### src/rtl/trap_pkg.sv
package trap_pkg;
  localparam logic [1:0] PRV_U = 2'd0;
  localparam logic [1:0] PRV_S = 2'd1;
  localparam logic [1:0] PRV_R = 2'd2;
  localparam logic [1:0] PRV_M = 2'd3;
endpackage

### src/rtl/trap_route.sv
module trap_route #(
  parameter int XLEN = 32
) (
  input  logic [XLEN-1:0] cause_i,
  input  logic [1:0]      priv_i,
  input  logic [XLEN-1:0] medeleg_i,
  input  logic [XLEN-1:0] mideleg_i,
  output logic            to_s_o
);
  import trap_pkg::*;
  localparam int IW = $clog2(XLEN);

  logic            is_irq;
  logic            in_range;
  logic [XLEN-1:0] dmask;
  logic [IW-1:0]   idx;

  always_comb begin
    is_irq   = cause_i[XLEN-1];
    // index below XLEN iff every bit above the index field is zero (top bit excluded)
    in_range = (cause_i[XLEN-2:IW] == '0);
    idx      = cause_i[IW-1:0];
    dmask    = is_irq ? mideleg_i : medeleg_i;
    to_s_o   = (priv_i <= PRV_S) && in_range && dmask[idx];
  end
endmodule

### src/rtl/trap_state.sv
module trap_state #(
  parameter int              XLEN     = 32,
  parameter logic [XLEN-1:0] RESET_PC = '0,
  parameter logic [XLEN-1:0] MTVEC    = '0
) (
  input  logic            clk_i,
  input  logic            rst_ni,
  input  logic            trap_valid_i,
  input  logic            to_s_i,
  input  logic [XLEN-1:0] cause_i,
  input  logic [XLEN-1:0] epc_i,
  input  logic [XLEN-1:0] badaddr_i,
  input  logic            has_bad_i,
  input  logic [XLEN-1:0] stvec_i,
  input  logic            ld_en_i,
  input  logic [1:0]      ld_priv_i,
  input  logic [3:0]      ld_ie_i,
  input  logic            resv_set_i,
  output logic [1:0]      priv_o,
  output logic [XLEN-1:0] pc_o,
  output logic [XLEN-1:0] scause_o,
  output logic [XLEN-1:0] sepc_o,
  output logic [XLEN-1:0] sbad_o,
  output logic [XLEN-1:0] mcause_o,
  output logic [XLEN-1:0] mepc_o,
  output logic [XLEN-1:0] mbad_o,
  output logic [3:0]      ie_o,
  output logic            spie_o,
  output logic            mpie_o,
  output logic            spp_o,
  output logic [1:0]      mpp_o,
  output logic            resv_o,
  output logic            flush_o
);
  import trap_pkg::*;

  logic [1:0]      priv_q;
  logic [XLEN-1:0] pc_q, scause_q, sepc_q, sbad_q, mcause_q, mepc_q, mbad_q;
  logic [3:0]      ie_q;
  logic            spie_q, mpie_q, spp_q, resv_q, flush_q;
  logic [1:0]      mpp_q;
  logic            old_ie;
  logic            ld_priv_ok;

  always_comb begin
    old_ie     = ie_q[priv_q];
    ld_priv_ok = (ld_priv_i != PRV_R) && (ld_priv_i != priv_q);
  end

  always_ff @(posedge clk_i or negedge rst_ni) begin
    if (!rst_ni) begin
      priv_q   <= PRV_M;
      pc_q     <= RESET_PC;
      scause_q <= '0;
      sepc_q   <= '0;
      sbad_q   <= '0;
      mcause_q <= '0;
      mepc_q   <= '0;
      mbad_q   <= '0;
      ie_q     <= '0;
      spie_q   <= 1'b0;
      mpie_q   <= 1'b0;
      spp_q    <= 1'b0;
      mpp_q    <= '0;
      resv_q   <= 1'b0;
      flush_q  <= 1'b0;
    end else begin
      flush_q <= 1'b0;
      if (trap_valid_i) begin
        flush_q <= 1'b1;
        resv_q  <= 1'b0;
        if (to_s_i) begin
          priv_q   <= PRV_S;
          pc_q     <= {stvec_i[XLEN-1:2], 2'b00};
          scause_q <= cause_i;
          sepc_q   <= epc_i;
          if (has_bad_i) sbad_q <= badaddr_i;
          spie_q   <= old_ie;
          spp_q    <= priv_q[0];
          ie_q[1]  <= 1'b0;
        end else begin
          priv_q   <= PRV_M;
          pc_q     <= MTVEC;
          mcause_q <= cause_i;
          mepc_q   <= epc_i;
          if (has_bad_i) mbad_q <= badaddr_i;
          mpie_q   <= old_ie;
          mpp_q    <= priv_q;
          ie_q[3]  <= 1'b0;
        end
      end else begin
        if (ld_en_i) begin
          ie_q <= {ld_ie_i[3], 1'b0, ld_ie_i[1:0]};
          if (ld_priv_ok) begin
            priv_q  <= ld_priv_i;
            flush_q <= 1'b1;
          end
        end
        if (resv_set_i) resv_q <= 1'b1;
      end
    end
  end

  assign priv_o   = priv_q;
  assign pc_o     = pc_q;
  assign scause_o = scause_q;
  assign sepc_o   = sepc_q;
  assign sbad_o   = sbad_q;
  assign mcause_o = mcause_q;
  assign mepc_o   = mepc_q;
  assign mbad_o   = mbad_q;
  assign ie_o     = ie_q;
  assign spie_o   = spie_q;
  assign mpie_o   = mpie_q;
  assign spp_o    = spp_q;
  assign mpp_o    = mpp_q;
  assign resv_o   = resv_q;
  assign flush_o  = flush_q;

  p_target_priv_r8: assert property (@(posedge clk_i) disable iff (!rst_ni)
    trap_valid_i |=> (priv_q == PRV_S) || (priv_q == PRV_M));
  p_flush_pulse_r8: assert property (@(posedge clk_i) disable iff (!rst_ni)
    trap_valid_i |=> flush_q);
  p_resv_clear_r9: assert property (@(posedge clk_i) disable iff (!rst_ni)
    trap_valid_i |=> !resv_q);
  p_target_ie_clr_r6: assert property (@(posedge clk_i) disable iff (!rst_ni)
    trap_valid_i |=> !ie_q[priv_q]);
  p_mach_from_mach_r3: assert property (@(posedge clk_i) disable iff (!rst_ni)
    (trap_valid_i && priv_q == PRV_M) |=> priv_q == PRV_M);
  p_mpp_old_r7: assert property (@(posedge clk_i) disable iff (!rst_ni)
    (trap_valid_i && !to_s_i) |=> mpp_q == $past(priv_q));
  p_idle_stable_r11: assert property (@(posedge clk_i) disable iff (!rst_ni)
    (!trap_valid_i && !ld_en_i) |=> $stable(pc_q) && $stable(priv_q) && !flush_q);
endmodule

### src/rtl/trap_entry_unit.sv
module trap_entry_unit #(
  parameter int              XLEN     = 32,
  parameter logic [XLEN-1:0] RESET_PC = XLEN'(32'h0000_1000),
  parameter logic [XLEN-1:0] MTVEC    = XLEN'(32'h0000_0100)
) (
  input  logic            clk_i,
  input  logic            rst_ni,
  input  logic            trap_valid_i,
  input  logic [XLEN-1:0] trap_cause_i,
  input  logic [XLEN-1:0] trap_epc_i,
  input  logic [XLEN-1:0] trap_badaddr_i,
  input  logic            trap_has_bad_i,
  input  logic [XLEN-1:0] medeleg_i,
  input  logic [XLEN-1:0] mideleg_i,
  input  logic [XLEN-1:0] stvec_i,
  input  logic            ld_en_i,
  input  logic [1:0]      ld_priv_i,
  input  logic [3:0]      ld_ie_i,
  input  logic            resv_set_i,
  output logic [1:0]      priv_o,
  output logic [XLEN-1:0] pc_o,
  output logic [XLEN-1:0] scause_o,
  output logic [XLEN-1:0] sepc_o,
  output logic [XLEN-1:0] sbadaddr_o,
  output logic [XLEN-1:0] mcause_o,
  output logic [XLEN-1:0] mepc_o,
  output logic [XLEN-1:0] mbadaddr_o,
  output logic [3:0]      ie_o,
  output logic            spie_o,
  output logic            mpie_o,
  output logic            spp_o,
  output logic [1:0]      mpp_o,
  output logic            resv_o,
  output logic            flush_o
);
  logic to_s;

  trap_route #(.XLEN(XLEN)) u_route (
    .cause_i   (trap_cause_i),
    .priv_i    (priv_o),
    .medeleg_i (medeleg_i),
    .mideleg_i (mideleg_i),
    .to_s_o    (to_s)
  );

  trap_state #(.XLEN(XLEN), .RESET_PC(RESET_PC), .MTVEC(MTVEC)) u_state (
    .clk_i        (clk_i),
    .rst_ni       (rst_ni),
    .trap_valid_i (trap_valid_i),
    .to_s_i       (to_s),
    .cause_i      (trap_cause_i),
    .epc_i        (trap_epc_i),
    .badaddr_i    (trap_badaddr_i),
    .has_bad_i    (trap_has_bad_i),
    .stvec_i      (stvec_i),
    .ld_en_i      (ld_en_i),
    .ld_priv_i    (ld_priv_i),
    .ld_ie_i      (ld_ie_i),
    .resv_set_i   (resv_set_i),
    .priv_o       (priv_o),
    .pc_o         (pc_o),
    .scause_o     (scause_o),
    .sepc_o       (sepc_o),
    .sbad_o       (sbadaddr_o),
    .mcause_o     (mcause_o),
    .mepc_o       (mepc_o),
    .mbad_o       (mbadaddr_o),
    .ie_o         (ie_o),
    .spie_o       (spie_o),
    .mpie_o       (mpie_o),
    .spp_o        (spp_o),
    .mpp_o        (mpp_o),
    .resv_o       (resv_o),
    .flush_o      (flush_o)
  );
endmodule

### config.mk
export PLATFORM = sky130hd
export DESIGN_NAME = trap_entry_unit
export DESIGN_NICKNAME = d
export VERILOG_FILES = /design/src/rtl/trap_pkg.sv /design/src/rtl/trap_route.sv /design/src/rtl/trap_state.sv /design/src/rtl/trap_entry_unit.sv
export SDC_FILE = /design/constraint.sdc
export NUM_CORES = 1
export LEC_CHECK = 0
export ABC_CLOCK_PERIOD_IN_PS = 3000
export BUFFER_PORTS_ARGS = -buffer_cell sky130_fd_sc_hd__clkbuf_2
export CORE_AREA = 2 2 170 172
export CTS_BUF_LIST = sky130_fd_sc_hd__clkbuf_16
export DETAILED_ROUTE_END_ITERATION = 16
export DIE_AREA = 0 0 172 174
export MAX_ROUTING_LAYER = met4
export PLACE_DENSITY_LB_ADDON = 0.25
export SYNTH_ARGS = -nofsm -noshare
export SYNTH_HDL_FRONTEND = slang
export SYNTH_HIERARCHICAL = 1
export SYNTH_SLANG_ARGS = --single-unit
### constraint.sdc
create_clock -name clk_i -period 3 [get_ports clk_i]
set_input_delay 0.15 -clock clk_i [delete_from_list [all_inputs] [get_ports clk_i]]
set_output_delay 0.15 -clock clk_i [all_outputs]
set_load 0.01 [all_outputs]
==> metrics.txt <==
Yosys cell types 42; outcome finished clean; core area 28240 um^2; hold crit path type in2reg; grt met2 use 0.3668; worst slack, placed -0.01273 ns; sw frac 0.2476; Ys Warns 6; boundary pin count 441; Slew Limit Fails 0; hpwl dp 21990 um; vias in the first global route 9037; EDFF count, synth 0; Syn Inst Count 930; final wirelength 31790 um; CTS Buf Count 27; critical path's largest stage delay 0.54 ns; via count 8795; drt pass-1 iters 4; CP arrival 3.15 ns; Initial Util 0.3454; final critical-path share of the clock period 0.9174; largest net degree at the start of global routing 86; Clock Path Buffers 3; DP Cell Count 1722; Root Driver clkbuf_16; Rows 62; First DRT Iteration DRCs 485; Seq pwr share 0.458; Die Area 29930 um^2; combinational share of power 0.132; largest area contributor in the netlist dfrtp_1; Top FF cell, synth dfrtp_1; CP most frequent cell buf_4; worst hold slack 0.02609 ns; CP delay by family, top buffers and inverters; H-tree depth 1; DR WL/cell 16.69 um; CTS tree yes; Final ANT Viol Nets 0; switching power 0.001836 W; DRC 0; WS Path Type in2reg; final setup violation count 0; Max Freq 363.3 MHz; Overflow after GRT 0; Worst Path Required 3.40 ns; GR Util met1 0.2596; WP buf/inv 5; asr flop ratio synth 1.000; clk_lat worst skew 0.53 ns; Area contributors post-synth dfrtp_1, nand2_1, mux2_4; first-pass GRT wire length 49040 um; cell internal pwr 0.005579 W; Via density 4.619; Worst setup EP type register; clock share of power 0.410; Avg Inst Size Synth 10.49 um^2; CP startpoint kind primary input; fin cells 1904; Crit-path slowest cell dlygate4sd3_1; RSZ-0062 raised after global routing false; IO Port Bufs 434; Syn Std Cell Area 9753 um^2; layout cell share with drive strength beyond 1 0.3818; busiest grt layer met2; die height 174 um; Cell Chain, Critical Path dlygate4sd3_1 -> clkbuf_2 -> nor4_1 -> buf_4 -> nand4_1 -> buf_4 -> a2111oi_4 -> a32oi_1 -> nor2_2 -> and2b_2 -> nand2_1 -> buf_12 -> mux2_2; worst slew pin tran 0.7045 ns; Seq cells post-synth 234; Peak VDD IR 0.3242 mV; Worst Path Max Fanout 32; Die W 172 um; relative slew slack 0.5303; area post-placement 12510 um^2; Leakage 8.071 nW; Final Power 0.007414 W; maxcap violations 0; Final Skew 0.01413 ns; total track usage 0.2138; Final Worst Setup Slack 0.2477 ns; clk sinks 234; Seq/Total Area, Yosys 0.6008; antenna violations before repair 1; Final Hold Viols 0; Clock transition at path regs 0.06 ns; M3 GR Usage 0.03985; post-synth top area share 0.5927; area grow syn2layout 50.40%; fin crit period 2.752 ns; Final GP Congestion 0.8139; NumNets Final 1703; design area 14670 um^2; Power per Cell Area 505.4 nW/um^2
==> registers in the layout, indices dropped and copies added, names as in the netlist <==
| name | cells |
|---|---|
| u_state/flush_o | 1 |
| u_state/ie_o | 3 |
| u_state/sbad_o | 32 |
| u_state/spp_o | 1 |
| u_state/mepc_o | 32 |
| u_state/spie_o | 1 |
| u_state/scause_o | 32 |
| u_state/priv_o | 2 |
| u_state/mpie_o | 1 |
| u_state/mbad_o | 32 |
| u_state/pc_o | 30 |
| u_state/sepc_o | 32 |
| u_state/resv_o | 1 |
| u_state/mcause_o | 32 |
| u_state/mpp_o | 2 |
==> layer usage <==
metal	up-vias	wire [um]	part of all wire
met5	-	0	0
met4	0	721	0.023
met3	54	2374	0.075
met2	353	15680	0.49
met1	4256	13010	0.41
li1	4132	-	-
==> what timing repair did <==
item | CTS | global route
hold endpoints to repair | 301 | 0
hold buffers | 131 | 0
endpoints found under the setup margin | 0 | 197
gates resized for setup | 0 | 4
buffers inserted | 0 | 1
==> logic make-up (layout without fill, tap and decap cells) <==
logic type | after synthesis | count (layout) | share of synthesized area
other | 1 | 4 | 0.0003845
XOR/XNOR | 1 | 1 | 0.0008982
multiplexers | 96 | 96 | 0.1380
AND/OR/NAND/NOR | 458 | 458 | 0.1845
AO/OA/AOI/OAI | 50 | 50 | 0.03195
flip-flops | 234 | 234 | 0.6008
buffers and inverters | 90 | 677 | 0.04349
==> cell type report <==
cell class	instances	area (um^2)
fillers	2598	13570
flip-flops and latches	234	5859
well taps	384	480.5
repair buffers	593	3870
multi-input cells	608	3506
clock inverters	22	143.9
clock buffers	27	675.6
inverters	35	131.4
diodes	1	2.502
==> worst register-to-register path, cell delays in order, from the launching register on <==
cell	delay, ns
dfstp_2	0.38
nor4_1	0.18
nand3_1	0.31
a2111oi_4	0.32
a32oi_1	0.16
nor2_2	0.21
and2b_2	0.25
nand2_1	0.10
buf_12	0.22
mux2_2	0.41
==> worst paths after layout <==
kind / from / to / slack, ns / cells after the start
worst max-delay path: trap_cause_i[8] / u_state/mbad_o[24] / 0.25 / 13
worst min-delay path: ld_priv_i[1] / u_state/priv_o[1] / 0.03 / 4
max in group asynchronous: rst_ni / u_state/scause_o[0] / 1.86 / 3
worst min register to register: u_state/sepc_o[30] / u_state/sepc_o[30] / 0.47 / 2
min in group asynchronous: rst_ni / u_state/sbad_o[16] / 0.20 / 2
worst max register to register: u_state/priv_o[1] / u_state/mbad_o[24] / 0.33 / 9
==> per-stage QoR <==
stage | utilization | TNS [ns]
floorplan | - | 0
global placement | 0.4429 | -0.2046
detailed placement | 0.4429 | -0.04040
CTS | 0.5183 | 0
global route | 0.5195 | 0
finish | 0.5195 | 0
==> layout by cell type (no fill, tap or decap), drive strengths merged, types with 7 or more instances in the layout <==
| cell | instances |
|---|---|
| dlygate4sd3 | 131 |
| nand3 | 21 |
| o21ai | 37 |
| buf | 29 |
| inv | 44 |
| mux2i | 16 |
| clkinv | 11 |
| mux2 | 67 |
| dfrtp | 231 |
| nand2 | 412 |
| clkbuf | 460 |
| mux4 | 13 |
| nor2 | 7 |
==> power groups by stage <==
stage	sequential [W]	combinational, W	clock (W)
4_1_cts	0.00340	0.000984	0.00313
5_1_grt	0.00342	0.00107	0.00328
3_3_place_gp	0.00345	0.000833	0
6_report	0.00340	0.000976	0.00304
2_1_floorplan	0.00352	0.000271	0
3_5_place_dp	0.00345	0.000842	0
==> synthesized netlist by cell type (2+ instances only) <==
cell type and instances:
and2_1 2, buf_1 2, buf_2 18, buf_4 7, buf_6 5, clkbuf_1 23, dfrtp_1 231, dfstp_2 3
inv_1 35, mux2_2 37, mux2_4 30, mux2i_1 16, mux4_1 7, mux4_2 6, nand2_1 411, nand2b_1 3
nand3_1 21, nor2_1 7, nor2b_1 2, nor4_1 6, o21ai_0 37
Power figures use the tool's default switching activity.
